**config.mk**
```make
export PLATFORM = sky130hd
export DESIGN_NAME = pwg_txn_gate
export DESIGN_NICKNAME = d
export VERILOG_FILES = /design/src/rtl/pwg_pkg.sv /design/src/rtl/pwg_window_src.sv /design/src/rtl/pwg_defer_fifo.sv /design/src/rtl/pwg_release_pick.sv /design/src/rtl/pwg_txn_gate.sv
export SDC_FILE = /design/constraint.sdc
export NUM_CORES = 1
export LEC_CHECK = 0
export ABC_AREA = 1
export BUFFER_PORTS_ARGS = -buffer_cell sky130_fd_sc_hd__buf_2
export CORE_ASPECT_RATIO = 1.25
export CORE_UTILIZATION = 59
export DETAILED_ROUTE_END_ITERATION = 10
export PLACE_DENSITY_LB_ADDON = 0.05
export SYNTH_ARGS = -nofsm -noshare
export SYNTH_HDL_FRONTEND = slang
export SYNTH_SLANG_ARGS = --single-unit
export TNS_END_PERCENT = 50
```
**constraint.sdc**
```tcl
create_clock -name clk -period 4.9 [get_ports clk]
set_input_delay 0.245 -clock clk [delete_from_list [all_inputs] [get_ports clk]]
set_output_delay 0.245 -clock clk [all_outputs]
set_load 0.005 [all_outputs]
```
**src/rtl/pwg_pkg.sv**
```systemverilog
`timescale 1ns/1ps
package pwg_pkg;
  localparam logic [1:0] PW_IDLE  = 2'b00;
  localparam logic [1:0] PW_FLUSH = 2'b01;
  localparam logic [1:0] PW_PROC  = 2'b10;

  localparam logic KIND_MEM = 1'b0;
  localparam logic KIND_IRQ = 1'b1;

  localparam logic [1:0] CAUSE_CRIT  = 2'd0;
  localparam logic [1:0] CAUSE_WIN   = 2'd1;
  localparam logic [1:0] CAUSE_AGED  = 2'd2;
  localparam logic [1:0] CAUSE_SPILL = 2'd3;

  // the unused code folds to the lowest-power window
  function automatic logic [1:0] pw_normalize(input logic [1:0] code);
    return (code == 2'b11) ? PW_IDLE : code;
  endfunction

  // memory traffic needs an open memory path, interrupts need active cores
  function automatic logic pw_allows(input logic [1:0] win, input logic kind);
    if (kind == KIND_IRQ) return win == PW_PROC;
    return (win == PW_FLUSH) || (win == PW_PROC);
  endfunction
endpackage

```
**src/rtl/pwg_window_src.sv**
```systemverilog
`timescale 1ns/1ps
module pwg_window_src
  import pwg_pkg::*;
(
  input  logic       clk,
  input  logic       rst_n,
  input  logic       use_msg,
  input  logic [1:0] wire_win,
  input  logic       msg_vld,
  input  logic [1:0] msg_win,
  output logic [1:0] win_now
);
  logic [1:0] msg_hold_q;
  logic [1:0] msg_code;
  logic [1:0] win_d;

  assign msg_code = pw_normalize(msg_win);

  always_comb begin
    if (use_msg) win_d = msg_vld ? msg_code : msg_hold_q;
    else         win_d = pw_normalize(wire_win);
  end

  always_ff @(posedge clk) begin
    if (!rst_n) begin
      msg_hold_q <= PW_IDLE;
      win_now    <= PW_IDLE;
    end else begin
      if (msg_vld) msg_hold_q <= msg_code;
      win_now <= win_d;
    end
  end
endmodule

```
**src/rtl/pwg_defer_fifo.sv**
```systemverilog
`timescale 1ns/1ps
module pwg_defer_fifo #(
  parameter int DEPTH = 8,
  parameter int TAG_W = 8,
  parameter int AGE_W = 16
) (
  input  logic                        clk,
  input  logic                        rst_n,
  input  logic                        push,
  input  logic [TAG_W-1:0]            push_tag,
  input  logic                        push_kind,
  input  logic                        pop,
  output logic                        head_vld,
  output logic [TAG_W-1:0]            head_tag,
  output logic                        head_kind,
  output logic [AGE_W-1:0]            head_age,
  output logic [$clog2(DEPTH+1)-1:0]  count,
  output logic                        full
);
  localparam int PTR_W = $clog2(DEPTH);
  localparam int CNT_W = $clog2(DEPTH + 1);
  localparam logic [AGE_W-1:0] AGE_MAX = '1;

  logic [PTR_W-1:0] wr_ptr, rd_ptr;
  logic             slot_occ  [DEPTH];
  logic [TAG_W-1:0] slot_tag  [DEPTH];
  logic             slot_kind [DEPTH];
  logic [AGE_W-1:0] slot_age  [DEPTH];

  function automatic logic [PTR_W-1:0] ptr_next(input logic [PTR_W-1:0] p);
    return (p == PTR_W'(DEPTH - 1)) ? '0 : p + 1'b1;
  endfunction

  for (genvar g = 0; g < DEPTH; g++) begin : g_slot
    logic             occ_q;
    logic [TAG_W-1:0] tag_q;
    logic             kind_q;
    logic [AGE_W-1:0] age_q;
    logic             wr_here;
    logic             rd_here;

    assign wr_here = push && (wr_ptr == PTR_W'(g));
    assign rd_here = pop  && (rd_ptr == PTR_W'(g));

    always_ff @(posedge clk) begin
      if (!rst_n) begin
        occ_q  <= 1'b0;
        tag_q  <= '0;
        kind_q <= 1'b0;
        age_q  <= '0;
      end else if (wr_here) begin
        occ_q  <= 1'b1;
        tag_q  <= push_tag;
        kind_q <= push_kind;
        age_q  <= '0;
      end else begin
        if (rd_here) occ_q <= 1'b0;
        if (occ_q && !rd_here && age_q != AGE_MAX) age_q <= age_q + 1'b1;
      end
    end

    assign slot_occ[g]  = occ_q;
    assign slot_tag[g]  = tag_q;
    assign slot_kind[g] = kind_q;
    assign slot_age[g]  = age_q;
  end

  always_ff @(posedge clk) begin
    if (!rst_n) begin
      wr_ptr <= '0;
      rd_ptr <= '0;
      count  <= '0;
    end else begin
      if (push) wr_ptr <= ptr_next(wr_ptr);
      if (pop)  rd_ptr <= ptr_next(rd_ptr);
      unique case ({push, pop})
        2'b10:   count <= count + 1'b1;
        2'b01:   count <= count - 1'b1;
        default: count <= count;
      endcase
    end
  end

  assign head_vld  = slot_occ[rd_ptr];
  assign head_tag  = slot_tag[rd_ptr];
  assign head_kind = slot_kind[rd_ptr];
  assign head_age  = slot_age[rd_ptr];
  assign full      = (count == CNT_W'(DEPTH));
endmodule

```
**src/rtl/pwg_release_pick.sv**
```systemverilog
`timescale 1ns/1ps
module pwg_release_pick
  import pwg_pkg::*;
#(
  parameter int TAG_W = 8,
  parameter int AGE_W = 16
) (
  input  logic [1:0]       win,
  input  logic [AGE_W-1:0] age_limit,
  input  logic             req_vld,
  input  logic             req_crit,
  input  logic             req_kind,
  input  logic [TAG_W-1:0] req_tag,
  input  logic             q_full,
  input  logic             head_vld,
  input  logic             head_kind,
  input  logic [TAG_W-1:0] head_tag,
  input  logic [AGE_W-1:0] head_age,
  output logic             ev_bypass,
  output logic             ev_spill,
  output logic             ev_pop,
  output logic             ev_aged,
  output logic             ev_direct,
  output logic             ev_push,
  output logic             sel_vld,
  output logic             sel_kind,
  output logic [TAG_W-1:0] sel_tag,
  output logic [1:0]       sel_cause
);
  logic in_defer;
  logic head_ok;
  logic head_old;
  logic slot_taken;

  assign in_defer   = req_vld && !req_crit;
  assign head_ok    = head_vld && pw_allows(win, head_kind);
  assign head_old   = head_vld && (head_age >= age_limit);

  assign ev_bypass  = req_vld && req_crit;
  assign ev_spill   = in_defer && q_full;
  assign slot_taken = ev_bypass || ev_spill;
  assign ev_pop     = !slot_taken && (head_ok || head_old);
  assign ev_aged    = ev_pop && !head_ok;
  assign ev_direct  = in_defer && !q_full && !head_vld && pw_allows(win, req_kind);
  assign ev_push    = in_defer && !q_full && !ev_direct;

  always_comb begin
    sel_vld   = 1'b0;
    sel_kind  = req_kind;
    sel_tag   = req_tag;
    sel_cause = CAUSE_CRIT;
    if (ev_bypass) begin
      sel_vld = 1'b1;
    end else if (ev_spill) begin
      sel_vld   = 1'b1;
      sel_cause = CAUSE_SPILL;
    end else if (ev_pop) begin
      sel_vld   = 1'b1;
      sel_kind  = head_kind;
      sel_tag   = head_tag;
      sel_cause = ev_aged ? CAUSE_AGED : CAUSE_WIN;
    end else if (ev_direct) begin
      sel_vld   = 1'b1;
      sel_cause = CAUSE_WIN;
    end
  end
endmodule

```
**src/rtl/pwg_txn_gate.sv**
```systemverilog
`timescale 1ns/1ps
module pwg_txn_gate
  import pwg_pkg::*;
#(
  parameter int DEPTH = 8,
  parameter int TAG_W = 8,
  parameter int AGE_W = 16
) (
  input  logic                       clk,
  input  logic                       rst_n,
  input  logic                       use_msg,
  input  logic [1:0]                 wire_win,
  input  logic                       msg_vld,
  input  logic [1:0]                 msg_win,
  input  logic [AGE_W-1:0]           age_limit,
  input  logic                       req_vld,
  input  logic                       req_crit,
  input  logic                       req_kind,
  input  logic [TAG_W-1:0]           req_tag,
  output logic                       gnt_vld,
  output logic                       gnt_kind,
  output logic [TAG_W-1:0]           gnt_tag,
  output logic [1:0]                 gnt_cause,
  output logic [1:0]                 win_now,
  output logic [$clog2(DEPTH+1)-1:0] q_count,
  output logic                       q_overflow
);
  logic             head_vld, head_kind, q_full;
  logic [TAG_W-1:0] head_tag;
  logic [AGE_W-1:0] head_age;
  logic             ev_bypass, ev_spill, ev_pop, ev_aged, ev_direct, ev_push;
  logic             sel_vld, sel_kind;
  logic [TAG_W-1:0] sel_tag;
  logic [1:0]       sel_cause;

  pwg_window_src u_win (
    .clk      (clk),
    .rst_n    (rst_n),
    .use_msg  (use_msg),
    .wire_win (wire_win),
    .msg_vld  (msg_vld),
    .msg_win  (msg_win),
    .win_now  (win_now)
  );

  pwg_defer_fifo #(.DEPTH(DEPTH), .TAG_W(TAG_W), .AGE_W(AGE_W)) u_fifo (
    .clk       (clk),
    .rst_n     (rst_n),
    .push      (ev_push),
    .push_tag  (req_tag),
    .push_kind (req_kind),
    .pop       (ev_pop),
    .head_vld  (head_vld),
    .head_tag  (head_tag),
    .head_kind (head_kind),
    .head_age  (head_age),
    .count     (q_count),
    .full      (q_full)
  );

  pwg_release_pick #(.TAG_W(TAG_W), .AGE_W(AGE_W)) u_pick (
    .win       (win_now),
    .age_limit (age_limit),
    .req_vld   (req_vld),
    .req_crit  (req_crit),
    .req_kind  (req_kind),
    .req_tag   (req_tag),
    .q_full    (q_full),
    .head_vld  (head_vld),
    .head_kind (head_kind),
    .head_tag  (head_tag),
    .head_age  (head_age),
    .ev_bypass (ev_bypass),
    .ev_spill  (ev_spill),
    .ev_pop    (ev_pop),
    .ev_aged   (ev_aged),
    .ev_direct (ev_direct),
    .ev_push   (ev_push),
    .sel_vld   (sel_vld),
    .sel_kind  (sel_kind),
    .sel_tag   (sel_tag),
    .sel_cause (sel_cause)
  );

  always_ff @(posedge clk) begin
    if (!rst_n) begin
      gnt_vld    <= 1'b0;
      gnt_kind   <= 1'b0;
      gnt_tag    <= '0;
      gnt_cause  <= CAUSE_CRIT;
      q_overflow <= 1'b0;
    end else begin
      gnt_vld   <= sel_vld;
      gnt_kind  <= sel_kind;
      gnt_tag   <= sel_tag;
      gnt_cause <= sel_cause;
      if (ev_spill) q_overflow <= 1'b1;
    end
  end
endmodule

```
**After elaboration in Yosys (flattened, before gate mapping)**

Cells that the tools add are included.

- Bits in registers: 235
- Input bits: 35
- Word-level logic and storage cells: 222

- Bitwise logic cells: 2
- Add/sub/neg operators: 12
- $lt $le $gt $ge: 2
- Reduce and logical (&&, ||, !) cells: 80
- Multiplexer cells: 55
- Eq/ne operators: 29

Operators with widths:

| cell | number |
|---|---|
| adder 16 x 1 -> 16 bit, second input constant | 8 |
| inequality test 16 bit, second input constant | 8 |
| binary-select mux 16 bit (select 3 bit) | 1 |
| logical AND 1 bit | 43 |
| 2-to-1 mux 8 bit | 5 |
| 2-to-1 mux 1 bit | 34 |
| 2-to-1 mux 16 bit | 2 |
| binary-select mux 8 bit (select 3 bit) | 1 |
| equality test 3 bit, second input constant | 8 |
| nonzero test 2 bit | 9 |
| OR reduction 2 bit | 9 |
| >= comparator 16 bit | 1 |
| logical NOT 1 bit | 14 |
| 2-to-1 mux 2 bit | 7 |
| equality test 3 x 2 -> 1 bit, second input constant | 4 |
| equality test 2 bit, second input constant | 4 |
| one-hot mux 4 bit (2 select lines) | 1 |
| adder 3 x 1 -> 3 bit, second input constant | 2 |
| binary-select mux 1 bit (select 3 bit) | 2 |
| equality test 3 x 1 -> 1 bit, second input constant | 2 |
| logical NOT 3 bit | 2 |
| 2-to-1 mux 3 bit | 2 |
| adder 4 x 1 -> 4 bit, second input constant | 1 |
| equality test 2 x 1 -> 1 bit, second input constant | 2 |
| other kinds (6) | 8 |

**Depth between registers and ports, before layout**

Gate-level depths: netlist of run 1.

- Word-level depth: 13
- Mapped depth: 31
- Depth with buffers taken out: 26

**Modules after synthesis**

Synthesis of run 1 repeated with hierarchy kept, for this count alone.

- Cells, all modules: 2143
- Area, all modules: 13760.7 um^2

Modules (own cells, without submodules):

| module | area each (um^2) | times used | cells each |
|---|---|---|---|
| pwg_defer_fifo | 12497.0 | 1 | 1942 |
| pwg_release_pick | 714.4 | 1 | 133 |
| pwg_txn_gate | 372.9 | 1 | 41 |
| pwg_window_src | 176.4 | 1 | 27 |

**Worst setup path before layout of run 1**

OpenSTA, ideal clock, no wires.

- Kind: reg2reg
- From: register u_fifo.rd_ptr[0]
- To: register u_fifo.count[2]
- Arrival: 3.659 ns
- Setup time: 0.115 ns
- Stages on the path, launching flop included: 29
- Clock period less this slack: 3.775 ns
- Path buffers: 5
- Path slack: 1.125 ns
- Path through: dfxtp_1 -> buf_6 -> buf_6 -> clkbuf_1 -> clkbuf_1 -> nand2_1 -> a221oi_1 -> a31oi_1 -> ha_1 -> nand2_1 -> nor2_1 -> nor2_1 -> nand2_1 -> nand2_1 -> nand2_1 -> nand2_1 -> nand2_1 -> nand2_2 -> a21oi_1 -> buf_2 -> ha_1 -> nand2_1 -> inv_1 -> nor2_1 -> ha_1 -> a21oi_1 -> xor2_1 -> o21ai_0 -> inv_1

- Word-level cells in the longest chain between the ends: 11
- Elaborated cells between the ends (all ways): 26
- Classes of those cells: 1 x order compare; 2 x eq/ne; 12 x mux; 1 x bitwise; 10 x reduce/logical

Ends and longest elaborated chain:

| item | RTL line | RTL |
|---|---|---|
| from (decl) | pwg_defer_fifo.sv:24 | `logic [PTR_W-1:0] wr_ptr, rd_ptr;` |
| from (signal assigned) | pwg_defer_fifo.sv:75 | `if (pop) rd_ptr <= ptr_next(rd_ptr);` |
| NOT 3 -> 4 bit (not written as such) * | pwg_defer_fifo.sv:84, pwg_defer_fifo.sv:86, pwg_defer_fifo.sv:87 |  |
| parallel branches: the longest is 6 deep, another holds >= comparator 16 bit | -- |  |
| logical OR 1 bit * | pwg_release_pick.sv:42 | `assign ev_pop = !slot_taken && (head_ok \|\| head_old);` |
| logical AND 1 bit * | pwg_release_pick.sv:42 |  |
| named net ev_pop | pwg_txn_gate.sv:31 | `logic ev_bypass, ev_spill, ev_pop, ev_aged, ev_direct, ev_push;` |
| equality test 2 x 1 -> 1 bit / equality test 2 bit (equally long branches) | pwg_defer_fifo.sv:76 | `unique case ({push, pop})` |
| one-hot mux 4 bit (2 select lines) / nonzero test 2 bit (equally long branches) | -- |  |
| to (signal assigned) | pwg_defer_fifo.sv:77 | `2'b10: count <= count + 1'b1;` |
| to (signal assigned) | pwg_defer_fifo.sv:78 | `2'b01: count <= count - 1'b1;` |
| to (signal assigned) | pwg_defer_fifo.sv:79 | `default: count <= count;` |
| to (decl) | pwg_defer_fifo.sv:17 | `output logic [$clog2(DEPTH+1)-1:0] count,` |

Mark *: on every way through the listed nets, which the timed path passes. The select of a mux whose other input is x is not followed.
A chain may end at the register's enable or synchronous reset.

**Worst setup path in the final report of run 1**

- From: register u_fifo.rd_ptr[0]
- To: register u_fifo.count[3]

- Word-level cells in the longest chain between the ends: 11
- Elaborated cells between the ends (all ways): 26
- Classes of those cells: 1 x order compare; 2 x eq/ne; 12 x mux; 1 x bitwise; 10 x reduce/logical

Ends and longest elaborated chain:

| item | RTL line |
|---|---|
| NOT 3 -> 4 bit (not written as such) * | pwg_defer_fifo.sv:84, pwg_defer_fifo.sv:86, pwg_defer_fifo.sv:87 |
| parallel branches: the longest is 10 deep, another holds >= comparator 16 bit | -- |

Every way passes the cells marked *. The select of a mux whose other input is x is not followed.

==> summary.md, run 1 <==
| Metric | Value |
|---|---|
| Placed cell area | between 0.01 and 0.015 mm^2 |
| Worst R2R Start | u_fifo.rd_ptr[0] |
| Port Buffers | 53 |
| H-tree levels | 1 |
| Max FO, Critical Path | slightly below 80 |
| Vias in the first global route | roughly 13000 |
| Post-CTS Hold Fix Bufs | 0 |
| CP delay by family, top | compound AO/OA/AOI/OAI gates |
| First-pass GRT wire length | roughly 65 mm |
| Largest net degree at the start of global routing | 80 |
| Via-to-Cell Ratio | ~6 |
| RD Place Congestion | 0.953 |
| Placed cells | about 2200 |
| Part of the Yosys area used for sequential elements | ~33% |
| GR Overflow Total | 0 |
| WHS Path Cells | 4 |
| Syn Inst Count | 1981 |
| Top-area cell type share of the netlist area | ~33% |
| Num CTS Buffers | 26 |
| Final Non-Filler Cells | roughly 2300 |
| Post-CTS Setup Bufs | 0 |
| # diodes | 0 |
| Top_reg_cell synth | dfxtp_1 |
| Most frequent CP cell | nand2_1 |
| Chip Height | approximately 180 um |
| Clk root buf | clkbuf_16 |
| Final net count | 2030 |
| Cell taking the most area after synthesis | dfxtp_1 |
| Synth cell count leaders | 295 x nand2_1, 290 x a21oi_1, 235 x dfxtp_1 |
| Worst setup path start | u_fifo.rd_ptr[0] |
| Distinct cells, synth | 46 |
| Worst Tran Pin Value | 0.882 ns |
| Post-layout minimum cycle time | around 4.2 ns |
| 1st-iter DRT viols | a little under 900 |
| WP data required | ~5.3 ns |
| Fraction of the cycle the final worst path needs | a little under nine tenths |
| Pre-CTS setup slack | 0.754 ns |
| DR pass1 iterations | 5 |
| Total power | 4.64 mW |
| Async set-reset flop share out of synthesis | 0% |
| Most numerous cell in the Yosys netlist | nand2_1 |
| Yosys reg bits | approximately 240 |
| Fillers | about 2200 |
| Crit Reg-Reg Endpoint | u_fifo.count[3] |
| Crit path depth | 20 |
| Skew final | roughly 0.024 ns |
| Crit path kind | reg2reg |
| Routed Antenna Nets | 0 |
| Design area | about 0.015 mm^2 |
| Avg Cell Area, Syn | between 7 and 8 um^2 |
| Antenna violations before repair | 0 |
| Top cells by area, synth | dfxtp_1 33%, a21oi_1 10%, nand2_1 7.8%, nand4_1 6.4%, xor2_1 5.8% |
| Average wire per standard cell | approximately 18 um |
| Core Footprint | around 0.024 mm^2 |
| Final WS setup | between 0.6 and 0.7 ns |
| Unrepaired setup endpoints after global routing | no |
| Worst EP arrival | 4.64 ns |
| Routed WL | about 40 mm |
| Clock transition at path regs | about 0.06 ns |
| Hold_ws | between 0.02 and 0.03 ns |
| # IOs | 54 |
| Clk sinks | 235 |
| Share of layout cells above drive strength 1 | 10.6% |
| Hold violation total from the final report | 0 |
| Max-slew violation count | 0 |
| Synth-to-Final Area Change | 6.81% |
| Total Neg Setup Slack | 0 ns |
| Max Cap Viol | 0 |
| Max VDD drop | between 0.3 and 0.4 mV |
| EDFF count, synth | 0 |
| End-of-flow core utilization | around 64% |
| Pwr Density | roughly 310 mW/mm^2 |
| Slew headroom | between 40% and 50% |
| Worst Setup End Kind | flip-flop |
| Final setup fails | 0 |
| Reg2reg path depth | 20 |
| Die W | between 100 and 150 um |
| WP buf/inv | 3 |
| Post-CTS Resized | 0 |
| R2R setup slack | 0.68 ns |
| Clk_lat worst skew | ~0.54 ns |
| Die Area | approximately 0.025 mm^2 |
| Starting density of the core | 60.0% |
| CP endpoint | u_fifo.count[3] |
| GRT Util Overall | around a third |
| Max clock buf depth | 3 |
| Mapped Area | about 0.014 mm^2 |
| DRC Markers | 0 |
| DP HPWL | 28.2 mm |
| Min-delay worst type | in2reg |
| Crit-path cells | inv_4 -> nand2_1 -> o21ai_0 -> a221oi_1 -> a31oi_1 -> ha_1 -> nand2_1 -> o21a_1 -> nand2_1 -> nand2_1 -> nand2_1 -> nand2_2 -> a21oi_2 -> buf_4 -> ha_1 -> inv_1 -> o31ai_1 -> o211ai_1 -> o21ai_0 -> a21oi_1 |
| Static leakage | 5.30 nW |
| Critical Path Slowest Stage Cell | dfxtp_4 |
| Slowest stage delay, CP | between 0.7 and 0.8 ns |
| Status | finished, final reports clean |
| YS warnings | 0 |
| CP startpoint kind | flip-flop |
| Syn Nets | between 2000 and 2500 |
| Fmax | between 0.2 and 0.25 GHz |
| Rows | 63 |
| Routed via count | ~14000 |
| TritonCTS clock tree | yes |
[cell usage in the layout (no fill, tap or decap), types with 3 or more instances in the layout]
master,n
a211oi_1,5
a21oi_1,289
a21oi_2,23
a221oi_1,7
a31oi_1,20
buf_2,53
buf_4,23
clkbuf_1,6
clkbuf_16,27
clkbuf_8,5
clkinv_2,5
dfxtp_1,233
ha_1,40
inv_1,189
inv_2,6
nand2_1,295
nand2_2,29
nand3_1,82
nand3_4,17
nand3b_1,3
nand4_1,146
nor2_1,104
nor3_1,36
nor3_2,3
nor4_1,19
o211a_1,3
o21ai_0,164
o21ai_1,4
xnor2_1,19
xor2_1,94
[cell type report]
| type | count | area (um^2) | share of cell area (%) |
|---|---|---|---|
| multi-input cells | 1418 | 8070 | 53.2 |
| clock buffers | 38 | 767 | 5.06 |
| inverters | 198 | 748 | 4.94 |
| flip-flops and latches | 235 | 4710 | 31.1 |
| well taps | 292 | 365 | 2.41 |
| clock inverters | 7 | 63.8 | 0.421 |
| repair buffers | 76 | 438 | 2.89 |
[sequential cells by signal, summed over array words and instances, names as in the netlist]
signal / count
u_fifo.rd_ptr: 3
q_overflow: 1
u_win.win_now: 2
u_win.msg_hold_q: 2
u_fifo.count: 4
gnt_cause: 2
u_fifo.g_slot.occ_q: 8
gnt_tag: 8
u_fifo.wr_ptr: 3
u_fifo.g_slot.age_q: 128
u_fifo.g_slot.tag_q: 64
gnt_vld: 1
gnt_kind: 1
u_fifo.g_slot.kind_q: 8
[worst min-delay path by stage]
stage / end / start
finish: gnt_cause[1] / req_vld
CTS: gnt_cause[1] / req_vld
detailed placement: u_fifo.g_slot[0].tag_q[1] / u_fifo.g_slot[0].tag_q[1]
global route: gnt_cause[1] / req_vld
global placement: u_fifo.g_slot[0].tag_q[1] / u_fifo.g_slot[0].tag_q[1]
floorplan: u_fifo.g_slot[3].tag_q[6] / req_tag[6]
[worst reg2reg max path, cell delays in order, from the launching register on]
cell	delay, ns
dfxtp_4	0.71
inv_4	0.39
nand2_1	0.15
o21ai_0	0.10
a221oi_1	0.40
a31oi_1	0.08
ha_1	0.31
nand2_1	0.07
o21a_1	0.19
nand2_1	0.08
nand2_1	0.05
nand2_1	0.16
nand2_2	0.14
a21oi_2	0.17
buf_4	0.27
ha_1	0.21
inv_1	0.06
o31ai_1	0.23
o211ai_1	0.14
o21ai_0	0.16
a21oi_1	0.05
[metal layers]
metal / vias to the layer above / wire [um] / track usage (%)
li1: 6709 / - / -
met4: 0 / 1680 / 14.7
met3: 102 / 2240 / 3.74
met2: 457 / 19500 / 56.7
met5: - / 0 / 0
met1: 6321 / 17100 / 40.7
[cells by family (layout without fill, tap and decap cells)]
kind of cell	Yosys count	count (layout)	share of synthesized area (%)
AOI/OAI and AO/OA	519	519	19.5
buffers and inverters	328	319	10.0
and+or+nand+nor	745	745	26.7
adders and majority gates	40	40	3.53
DFF	235	235	33.1
muxes	1	1	0.0793
xor gates and xnor gates	113	113	6.97
[where the power goes]
| group | switching, mW | internal, mW |
|---|---|---|
| logic | 0.491 | 0.225 |
| registers | 0.0477 | 1.95 |
| clock network | 0.792 | 1.13 |
| total | 1.33 | 3.31 |
No activity file was read; power rests on OpenSTA's default activity.
==> run 2: changes to the inputs <==
--- a/config.mk
+++ b/config.mk
@@ -5,12 +5,12 @@
 export SDC_FILE = /design/constraint.sdc
 export NUM_CORES = 1
 export LEC_CHECK = 0
-export ABC_AREA = 1
 export BUFFER_PORTS_ARGS = -buffer_cell sky130_fd_sc_hd__buf_2
 export CORE_ASPECT_RATIO = 1.25
-export CORE_UTILIZATION = 59
+export CORE_UTILIZATION = 40
 export DETAILED_ROUTE_END_ITERATION = 10
 export PLACE_DENSITY_LB_ADDON = 0.05
+export SETUP_SLACK_MARGIN = 0.15
 export SYNTH_ARGS = -nofsm -noshare
 export SYNTH_HDL_FRONTEND = slang
 export SYNTH_SLANG_ARGS = --single-unit
==> run 2 against run 1 <==
  * Non-clock buffer count rose by 10
  * First-iteration DRC count fell by 25%
  * Sequential power fell by 3%
  * Combinational power fell by 64%
  * Critical path type unchanged
  * Largest cell class unchanged
==> summary.md, run 2 <==
| Metric | Value |
|---|---|
| Status | finished, final reports clean |
| Clk sinks | 235 (unchanged) |
| Core Footprint | 0.0310 mm^2 (+31%) |
| Cell taking the most area after synthesis | dfxtp_1 |
| Syn Inst Count | 1428 (-28%) |
| Max Cap Viol | 0 (unchanged) |
| Top-area cell type share of the netlist area | 37.3% (+4.1 points) |
| Via-to-Cell Ratio | 5.80 (-3.4%) |
| Worst Setup End Kind | flip-flop |
| Crit path kind | reg2reg |
| Die Area | 0.0323 mm^2 (+31%) |
| Mapped Area | 0.0126 mm^2 (-11%) |
| Static leakage | 5.40 nW (+2.0%) |
| Min-delay worst type | in2reg |
| Num CTS Buffers | 27 (+3.8%) |
| Async set-reset flop share out of synthesis | 0% (unchanged) |
| Fillers | 3080 (+38%) |
| Worst EP arrival | 4.71 ns (+0.07 ns) |
| H-tree levels | 1 (unchanged) |
| Average wire per standard cell | 20.1 um (+12%) |
| Starting density of the core | 40.7% (-19 points) |
| Routed Antenna Nets | 0 (unchanged) |
| Unrepaired setup endpoints after global routing | no |
| Synth cell count leaders | 235 x dfxtp_1, 159 x nand2_1, 121 x nor2_1 |
| TritonCTS clock tree | yes |
| Port Buffers | 53 (unchanged) |
| Max clock buf depth | 3 (unchanged) |
| RD Place Congestion | 0.865 (-9.3%) |
| Largest register FFs | 128 (unchanged) |
| First-pass GRT wire length | 60.2 mm (-7.6%) |
| EDFF count, synth | 0 (unchanged) |
| Vias in the first global route | 10500 (-16%) |
| Slowest stage delay, CP | 0.61 ns (-0.10 ns) |
| Final WS setup | 0.661 ns (-0.0158 ns) |
| Pre-CTS setup slack | 0.685 ns (-0.0693 ns) |
| Largest net degree at the start of global routing | 80 (unchanged) |
| YS warnings | 0 (unchanged) |
| CP startpoint kind | flip-flop |
| Avg Cell Area, Syn | 8.84 um^2 (+23%) |
| Slew headroom | 37.8% (-3.2 points) |
| Clk_lat worst skew | 0.56 ns (+0.02 ns) |
| Antenna violations before repair | 0 (unchanged) |
| Hold_ws | 0.0503 ns (+0.0212 ns) |
| Leading cell type in the layout, fill and taps excluded | dfxtp_1 |
| Top cells by area, synth | dfxtp_1 37%, mux4_2 9.1%, mux2i_1 7.1%, nand2_1 4.7%, a21oi_1 4.6% |
| Worst R2R Start | u_fifo.rd_ptr[1] |
| Clock transition at path regs | 0.07 ns (about the same) |
| Post-CTS Setup Bufs | 0 (unchanged) |
| Max VDD drop | 0.291 mV (-9.3%) |
| DP HPWL | 27.3 mm (-3.4%) |
| Most frequent cells in the layout | 233 x dfxtp_1, 159 x nand2_1, 121 x nor2_1, 116 x a21oi_1, 90 x mux2i_1 |
| Post-layout minimum cycle time | 4.24 ns (+0.0158 ns) |
| Hold violation total from the final report | 0 (unchanged) |
| Worst setup path start | u_fifo.rd_ptr[1] |
| Syn Nets | 1503 (-27%) |
| 1st-iter DRT viols | 673 (-25%) |
| HP Start | req_tag[7] |
| Most frequent CP cell | ha_1 |
| # diodes | 0 (unchanged) |
| Fmax | 0.236 GHz (-0.37%) |
| Skew final | 0.0226 ns (-0.00152 ns) |
| Share of layout cells above drive strength 1 | 13.2% (+2.6 points) |
| Final setup fails | 0 (unchanged) |
| Design area | 0.0142 mm^2 (-6.3%) |
| GR Overflow Total | 0 (unchanged) |
| Final net count | 1531 (-25%) |
| Worst Tran Pin Value | 0.925 ns (+0.0425 ns) |
| # IOs | 54 (unchanged) |
| Total Neg Setup Slack | 0 ns (unchanged) |
| Clk root buf | clkbuf_16 |
| Max-slew violation count | 0 (unchanged) |
| Top Registers | u_fifo.g_slot.age_q: 128 flops, u_fifo.g_slot.tag_q: 64 flops |
| Top_reg_cell synth | dfxtp_1 |
| Distinct cells, synth | 62 (+35%) |
| Routed via count | 10900 (-20%) |
| Yosys reg bits | 235 (unchanged) |
| Critical Path Slowest Stage Cell | dfxtp_2 |
| Most numerous cell in the Yosys netlist | dfxtp_1 |
| Die W | 161 um (+14%) |
| Part of the Yosys area used for sequential elements | 37.3% (+4.1 points) |
| Max FO, Critical Path | 17 (-78%) |
| Pwr Density | 304 mW/mm^2 (-0.69%) |
| Crit-path cells | buf_4 -> mux4_2 -> nand2_1 -> nand2_1 -> ha_1 -> a21o_1 -> a211oi_1 -> o21ai_0 -> a211o_2 -> nand3_4 -> inv_2 -> ha_1 -> xor2_1 -> ha_1 -> a21oi_1 -> xor2_1 -> or3_1 -> a21oi_1 |
| Synth-to-Final Area Change | 12.5% |
| Fraction of the cycle the final worst path needs | 86.5% (+0.32 points) |
| Routed WL | 37.9 mm (-6.5%) |
| DR pass1 iterations | 7 (+2) |
| WP data required | 5.37 ns (+0.05 ns) |
| Rows | 72 (+14%) |
| GRT Util Overall | 23.8% (-9.0 points) |
| Largest register by flop count | u_fifo.g_slot.age_q |
| Placed cell area | 0.0132 mm^2 (-7.8%) |
| Chip Height | 201 um (+14%) |
| DRC Markers | 0 (unchanged) |
[run 2: repair_timing]
item                      CTS  global route
hold buffers                7             0
gates resized for setup     0             0
hold endpoints to repair    4             0
[run 2: layout make-up]
| class | count | area [um^2] | area share, % |
|---|---|---|---|
| Multi-Input combinational cell | 1067 | 7370 | 51.9 |
| Sequential cell | 235 | 4710 | 33.2 |
| Clock buffer | 37 | 763 | 5.37 |
| Timing Repair Buffer | 86 | 543 | 3.82 |
| Tap cell | 407 | 509 | 3.58 |
| Clock inverter | 13 | 159 | 1.12 |
| Inverter | 39 | 148 | 1.04 |
[run 2: worst max-delay path: cells and delay by family, from the launching register on]
family          cells  cell delay, ns
xor+xnor            2            0.27
buf+inv             2            0.33
simple gates        4            0.57
compound gates      6            1.34
flops               1            0.61
fa+ha+maj           3            0.72
mux                 1            0.30
[run 2: path summary, 6_finish.rpt]
check,slack [ns],to,depth (start not counted)
hold / removal,0.05,gnt_tag[7],3
hold reg to reg,0.49,q_overflow,2
setup / recovery,0.66,u_fifo.count[2],18
setup reg to reg,0.66,u_fifo.count[2],18
[run 2: per-layer routing]
metal / GRT usage [%] / vias up / wire, um
met5: 0 / - / 0
met4: 6.64 / 0 / 851
met3: 2.87 / 47 / 1740
met2: 40.7 / 272 / 18300
met1: 31.3 / 5299 / 17000
li1: - / 5310 / -
[run 2: where the power goes]
group | internal [mW] | switching, mW
sequential | 1.93 | 0.0178
combinational | 0.0914 | 0.164
clock | 1.25 | 0.862
[run 2: logic make-up (layout without fill, tap and decap cells)]
logic type | after synthesis | count (layout) | synth area share (%)
and+or+nand+nor | 581 | 581 | 23.5
muxes | 143 | 143 | 16.5
AOI/OAI and AO/OA | 289 | 289 | 13.4
xor gates and xnor gates | 14 | 14 | 0.971
DFF | 235 | 235 | 37.3
buffers and inverters | 126 | 175 | 4.35
adders and majority gates | 40 | 40 | 3.97
[run 2: through the flow]
stage          instances  utilization, %  power, mW
2_1_floorplan       1428               -       2.16
3_3_place_gp        1827            42.6       2.24
3_5_place_dp        1827            42.6       2.24
4_1_cts             1884            45.8       4.38
5_1_grt             1884            45.8       4.48
6_report            1884            45.8       4.32
